## src/rtl/pfs_pkg.sv

```systemverilog
package pfs_pkg;

  typedef enum logic [2:0] {
    PS_PWRUP,
    PS_PORDLY,
    PS_RUN,
    PS_SD_RST,
    PS_SD_TRI,
    PS_SD_RET,
    PS_SD_BRK
  } pfs_state_e;

  typedef struct packed {
    logic por_n;
    logic reg_rst;
    logic spin_tri;
    logic retract;
    logic brake;
  } pfs_drv_t;

  localparam int CH_VGOOD = 0;
  localparam int CH_LOWV  = 1;
  localparam int CH_OTEMP = 2;
  localparam int NUM_CH   = 3;

  function automatic int unsigned pfs_max(input int unsigned a, input int unsigned b);
    return (a > b) ? a : b;
  endfunction

  // True on the final cycle of a window of 'len' cycles counted from zero.
  function automatic logic pfs_last(input int unsigned cnt, input int unsigned len);
    return (cnt + 1) >= len;
  endfunction

  // Output pattern for each state; later shutdown stages keep earlier ones.
  function automatic pfs_drv_t pfs_decode(input pfs_state_e s);
    pfs_drv_t d;
    d = '{por_n: 1'b0, reg_rst: 1'b1, spin_tri: 1'b1, retract: 1'b0, brake: 1'b0};
    case (s)
      PS_RUN:    d = '{por_n: 1'b1, reg_rst: 1'b0, spin_tri: 1'b0, retract: 1'b0, brake: 1'b0};
      PS_SD_RST: d = '{por_n: 1'b0, reg_rst: 1'b1, spin_tri: 1'b0, retract: 1'b0, brake: 1'b0};
      PS_SD_TRI: d = '{por_n: 1'b0, reg_rst: 1'b1, spin_tri: 1'b1, retract: 1'b0, brake: 1'b0};
      PS_SD_RET: d = '{por_n: 1'b0, reg_rst: 1'b1, spin_tri: 1'b1, retract: 1'b1, brake: 1'b0};
      PS_SD_BRK: d = '{por_n: 1'b0, reg_rst: 1'b1, spin_tri: 1'b1, retract: 1'b1, brake: 1'b1};
      default:   ;
    endcase
    return d;
  endfunction

endpackage

```

## src/rtl/pfs_debounce.sv

```systemverilog
module pfs_debounce #(
  parameter int unsigned DEB_LEN = 4
) (
  input  logic clk,
  input  logic rst_n,
  input  logic raw,
  output logic filt
);
  import pfs_pkg::*;

  localparam int DW = $clog2(DEB_LEN + 1);

  logic [DW-1:0] cnt_q;
  logic          differs;

  assign differs = (raw != filt);

  always_ff @(posedge clk or negedge rst_n) begin
    if (!rst_n) begin
      cnt_q <= '0;
      filt  <= 1'b0;
    end else if (!differs) begin
      cnt_q <= '0;
    end else if (pfs_last(32'(cnt_q), DEB_LEN)) begin
      cnt_q <= '0;
      filt  <= raw;
    end else begin
      cnt_q <= cnt_q + 1'b1;
    end
  end

endmodule

```

## src/rtl/pfs_seq_fsm.sv

```systemverilog
module pfs_seq_fsm #(
  parameter int unsigned POR_DLY    = 20,
  parameter int unsigned RST_CYC    = 2,
  parameter int unsigned TRI_CYC    = 3,
  parameter int unsigned BRAKE_DLY  = 10,
  parameter int unsigned BRAKE_HOLD = 6
) (
  input  logic                clk,
  input  logic                rst_n,
  input  logic                vgood_f,
  input  logic                lowv_f,
  input  logic                otemp_f,
  output pfs_pkg::pfs_drv_t   drv
);
  import pfs_pkg::*;

  localparam int unsigned MAXLEN =
    pfs_max(pfs_max(pfs_max(POR_DLY, RST_CYC), pfs_max(TRI_CYC, BRAKE_DLY)), BRAKE_HOLD);
  localparam int CW = $clog2(MAXLEN + 1);

  pfs_state_e    st_q, st_nxt;
  logic [CW-1:0] cnt_q;
  logic          fault;
  logic          stage_end;

  function automatic int unsigned stage_len(input pfs_state_e s);
    case (s)
      PS_PORDLY: return POR_DLY;
      PS_SD_RST: return RST_CYC;
      PS_SD_TRI: return TRI_CYC;
      PS_SD_RET: return BRAKE_DLY;
      PS_SD_BRK: return BRAKE_HOLD;
      default:   return 1;
    endcase
  endfunction

  assign fault     = !vgood_f || lowv_f || otemp_f;
  assign stage_end = pfs_last(32'(cnt_q), stage_len(st_q));

  always_comb begin
    st_nxt = st_q;
    case (st_q)
      PS_PWRUP:  if (!fault) st_nxt = PS_PORDLY;
      PS_PORDLY: if (fault) st_nxt = PS_PWRUP;
                 else if (stage_end) st_nxt = PS_RUN;
      PS_RUN:    if (fault) st_nxt = PS_SD_RST;
      PS_SD_RST: if (stage_end) st_nxt = PS_SD_TRI;
      PS_SD_TRI: if (stage_end) st_nxt = PS_SD_RET;
      PS_SD_RET: if (stage_end) st_nxt = PS_SD_BRK;
      PS_SD_BRK: if (stage_end) st_nxt = PS_PWRUP;
      default:   st_nxt = PS_PWRUP;
    endcase
  end

  always_ff @(posedge clk or negedge rst_n) begin
    if (!rst_n) begin
      st_q  <= PS_PWRUP;
      cnt_q <= '0;
    end else begin
      st_q <= st_nxt;
      if (st_nxt != st_q || st_q == PS_PWRUP || st_q == PS_RUN)
        cnt_q <= '0;
      else
        cnt_q <= cnt_q + 1'b1;
    end
  end

  assign drv = pfs_decode(st_q);

endmodule

```

## src/rtl/pfs_ovel_latch.sv

```systemverilog
module pfs_ovel_latch (
  input  logic clk,
  input  logic rst_n,
  input  logic ovel_raw,
  input  logic clr,
  output logic lock
);

  always_ff @(posedge clk or negedge rst_n) begin
    if (!rst_n)        lock <= 1'b0;
    else if (ovel_raw) lock <= 1'b1;
    else if (clr)      lock <= 1'b0;
  end

endmodule

```

## src/rtl/pwr_guard_seq.sv

```systemverilog
module pwr_guard_seq #(
  parameter int unsigned DEB_LEN    = 4,
  parameter int unsigned POR_DLY    = 20,
  parameter int unsigned RST_CYC    = 2,
  parameter int unsigned TRI_CYC    = 3,
  parameter int unsigned BRAKE_DLY  = 10,
  parameter int unsigned BRAKE_HOLD = 6
) (
  input  logic clk,
  input  logic rst_n,
  input  logic vgood_in,
  input  logic lowv_in,
  input  logic otemp_in,
  input  logic ovel_in,
  input  logic ovel_clr,
  input  logic vcm_en_bit,
  input  logic spin_en_bit,
  output logic por_n,
  output logic reg_rst,
  output logic spin_tristate,
  output logic retract_en,
  output logic brake_en,
  output logic vcm_lock,
  output logic sleep_mode
);
  import pfs_pkg::*;

  logic [NUM_CH-1:0] raw_vec;
  logic [NUM_CH-1:0] filt_vec;
  logic              vgood_f, lowv_f, otemp_f;
  pfs_drv_t          drv;

  assign raw_vec[CH_VGOOD] = vgood_in;
  assign raw_vec[CH_LOWV]  = lowv_in;
  assign raw_vec[CH_OTEMP] = otemp_in;

  for (genvar g = 0; g < NUM_CH; g++) begin : g_deb
    pfs_debounce #(.DEB_LEN(DEB_LEN)) u_deb (
      .clk  (clk),
      .rst_n(rst_n),
      .raw  (raw_vec[g]),
      .filt (filt_vec[g])
    );
  end

  assign vgood_f = filt_vec[CH_VGOOD];
  assign lowv_f  = filt_vec[CH_LOWV];
  assign otemp_f = filt_vec[CH_OTEMP];

  pfs_seq_fsm #(
    .POR_DLY   (POR_DLY),
    .RST_CYC   (RST_CYC),
    .TRI_CYC   (TRI_CYC),
    .BRAKE_DLY (BRAKE_DLY),
    .BRAKE_HOLD(BRAKE_HOLD)
  ) u_fsm (
    .clk    (clk),
    .rst_n  (rst_n),
    .vgood_f(vgood_f),
    .lowv_f (lowv_f),
    .otemp_f(otemp_f),
    .drv    (drv)
  );

  pfs_ovel_latch u_ovel (
    .clk     (clk),
    .rst_n   (rst_n),
    .ovel_raw(ovel_in),
    .clr     (ovel_clr),
    .lock    (vcm_lock)
  );

  assign por_n         = drv.por_n;
  assign reg_rst       = drv.reg_rst;
  assign spin_tristate = drv.spin_tri;
  assign retract_en    = drv.retract;
  assign brake_en      = drv.brake;
  assign sleep_mode    = drv.por_n && !vcm_en_bit && !spin_en_bit;

endmodule

```

## config.mk

```make
export PLATFORM = sky130hd
export DESIGN_NAME = pwr_guard_seq
export DESIGN_NICKNAME = d
export VERILOG_FILES = /design/src/rtl/pfs_pkg.sv /design/src/rtl/pfs_debounce.sv /design/src/rtl/pfs_seq_fsm.sv /design/src/rtl/pfs_ovel_latch.sv /design/src/rtl/pwr_guard_seq.sv
export SDC_FILE = /design/constraint.sdc
export NUM_CORES = 1
export LEC_CHECK = 0
export BUFFER_PORTS_ARGS = -buffer_cell sky130_fd_sc_hd__buf_2
export CORE_UTILIZATION = 60
export CTS_BUF_LIST = sky130_fd_sc_hd__clkbuf_2
export DETAILED_ROUTE_END_ITERATION = 10
export PLACE_DENSITY = 0.87
export SLEW_MARGIN = 20
export SYNTH_ARGS = -nofsm -noshare
export SYNTH_HDL_FRONTEND = slang
export SYNTH_SLANG_ARGS = --single-unit
```

## constraint.sdc

```tcl
create_clock -name clk -period 5.6 [get_ports clk]
set_input_delay 1.68 -clock clk [delete_from_list [all_inputs] [get_ports clk]]
set_output_delay 1.68 -clock clk [all_outputs]
set_load 0.02 [all_outputs]
```

==> flow_summary.ini <==
[grt]
antenna_found_initial = 0
grtUsageTotal_pct = 22.07
grt_pass1_wl_um = 3146
grt_max_degree = 22
gr-total-overflow = 0
first_global_vias = 724

[floorplan]
start_util_pct = 65.18
core-area_um2 = 1764
rows = 15
die_w_um = 45.78
io_pins = 16
chipHeight_um = 45.78
dieArea_um2 = 2095

[yosys]
syn-cell-area_um2 = 1150
seq_area_frac_synth_pct = 45.70
synth-async-reset-ratio_pct = 100.0
synth.avg_cell_area_um2 = 11.06
yosys_warnings = 0
ys_seq_elements = 21
synth_edf_count = 0
synth.distinct_cells = 32
yosys_most_used_dff = dfrtp_1
syn_inst = 104

[min_path]
min-delay-start = g_deb[0].u_deb.cnt_q[2]$_DFF_PN0_
holdPathEnd = g_deb[0].u_deb.cnt_q[0]$_DFF_PN0_
hold_path.class = reg -> reg
hold_depth = 1

[pwr]
ir_drop_mv = 0.2102
power_density_nw_per_um2 = 396.3
p_leak_nw = 0.6170

[layout]
syn_to_final_growth_pct = 10.66
final_common_cell = dfrtp_1
multiInputGateArea_um2 = 609.3
seqCellArea_um2 = 525.5
n_antenna_cell = 0
mostFrequentLayoutCells = dfrtp_1, buf_2, ha_1
fillerInstances = 146
final_area_um2 = 1272
fin_nets = 141
layout-drive-gt1-share_pct = 26.23

[setup_path]
timing.rr.start = u_fsm.st_q[0]$_DFF_PN0_
path_class = in -> out
r2r_end = u_fsm.cnt_q[4]$_DFF_PN0_
r2r_slack_ns = 2.95
crit_path_start_kind = input port
critPathMaxFanout = 1
worstPathArrival_ns = 2.12
endpoint_kind = output pin
worstPathRequired_ns = 3.92
ff2ff_path_depth = 8

[placement]
dp_hpwl_um = 1447
io_buffer_count = 15
place.gp.congestion = 0.7805
place_area_um2 = 1252

[sta]
rsz0062_at_grt = false
period_share_pct = 67.83
fin_crit_ns = 3.799
finalSetupTns_ns = 0
setup_viol = 0
max_freq_ghz = 0.2633
fin_skew_ns = 0.002641
drv_slew = 0
hold_viol = 0

[clock_tree]
cts.repair.resized = 0
cts_hold_buf = 0
post_cts_buffers = 0
clk_path_buf_depth = 2
cts.clk_slew.worst_paths_ns = 0.18
root_buffer = clkbuf_2
h-tree-depth = 1
cts_tree = yes
cts_buffers = 3
insertion_delay_ns = 0.32
cts_sinks = 21

[route]
vias = 807
ant_nets = 0
routed_wl_um = 1834
wl_per_cell_um = 12.48
firstDrtPassIters = 4
drt_iter0_drc = 9
drc = 0
via_per_inst = 5.490

[status]
status = finished, final reports clean

[job]
maxCapViolCount = 0
-- report_power, final --
part | internal [mW] | total (mW) | switching (mW) | leakage, nW
clock network | 0.0189 | 0.0624 | 0.0435 | 0.0166
registers | 0.172 | 0.212 | 0.0403 | 0.269
logic | 0.111 | 0.229 | 0.118 | 0.332
total | 0.303 | 0.504 | 0.202 | 0.617
-- area by class of cell --
class                           count  share of cell area, %
Timing Repair Buffer               15                  5.900
Tap cell                           25                  2.458
Clock buffer                        4                  1.573
Multi-Input combinational cell     79                  47.89
Sequential cell                    21                  41.30
Inverter                            3                 0.8850
-- worst max-delay path: stages --
cell	delay [ns]
buf_2	0.10
nor3_1	0.16
buf_2	0.18
-- cells in the mapped netlist, drive strengths merged (3+ instances only) --
cell    number  area (µm²)
o21ai        9       48.80
nor3b        5       37.54
nor2b        4       32.54
and3         3       18.77
clkbuf       3       11.26
o21a         3       22.52
xnor2        3       26.28
nand2        6       22.52
ha           9       112.6
mux2         3       33.78
dfrtp       21       525.5
inv          3       11.26
xor2         5       43.79
nor2         4       15.01
nand3        5       25.02
-- logic make-up (layout without fill, tap and decap cells) --
| group | Yosys count | after routing | synth area share [%] |
|---|---|---|---|
| AND/OR/NAND/NOR | 36 | 36 | 19.04 |
| flip-flops | 21 | 21 | 45.70 |
| AO/OA/AOI/OAI | 19 | 19 | 13.28 |
| adder cells (fa/ha/maj) | 10 | 10 | 10.66 |
| XOR/XNOR | 8 | 8 | 6.094 |
| buffers and inverters | 6 | 22 | 1.959 |
| multiplexers | 3 | 3 | 2.938 |
| other | 1 | 3 | 0.3261 |
-- worst max path at each step --
stage	startpoint	to	slack, ns	cells after the start
6_report	vcm_en_bit	sleep_mode	1.80	3
5_1_grt	vcm_en_bit	sleep_mode	1.76	3
4_1_cts	vcm_en_bit	sleep_mode	1.81	3
3_5_place_dp	vcm_en_bit	sleep_mode	1.81	3
3_3_place_gp	vcm_en_bit	sleep_mode	1.82	3
2_1_floorplan	vcm_en_bit	sleep_mode	1.74	1
-- sequential cells by signal, summed over array words and instances (netlist names) --
register / cells
u_ovel.lock: 1
g_deb.u_deb.filt: 3
g_deb.u_deb.cnt_q: 9
u_fsm.cnt_q: 5
u_fsm.st_q: 3
-- metal layers --
metal	up-vias	global-route usage, %	part of all wire (%)
li1	402	-	-
met1	378	25.53	43
met2	18	37.14	50
met3	9	4.365	3.3
met4	0	14.12	4.1
met5	-	0	0
-- through the flow --
step / setup WS (ns) / hold slack, ns / utilization [%] / power [mW] / instances
2_1_floorplan: 1.743 / 0.4257 / - / 0.3935 / 106
3_5_place_dp: 1.806 / 0.4411 / 70.99 / 0.4485 / 143
6_report: 1.801 / 0.4616 / 72.13 / 0.5043 / 147
5_1_grt: 1.758 / 0.4942 / 72.13 / 0.5427 / 147
3_3_place_gp: 1.815 / 0.4402 / 70.99 / 0.4296 / 143
4_1_cts: 1.805 / 0.4649 / 72.13 / 0.5093 / 147
(Power assumes the default switching activity.)
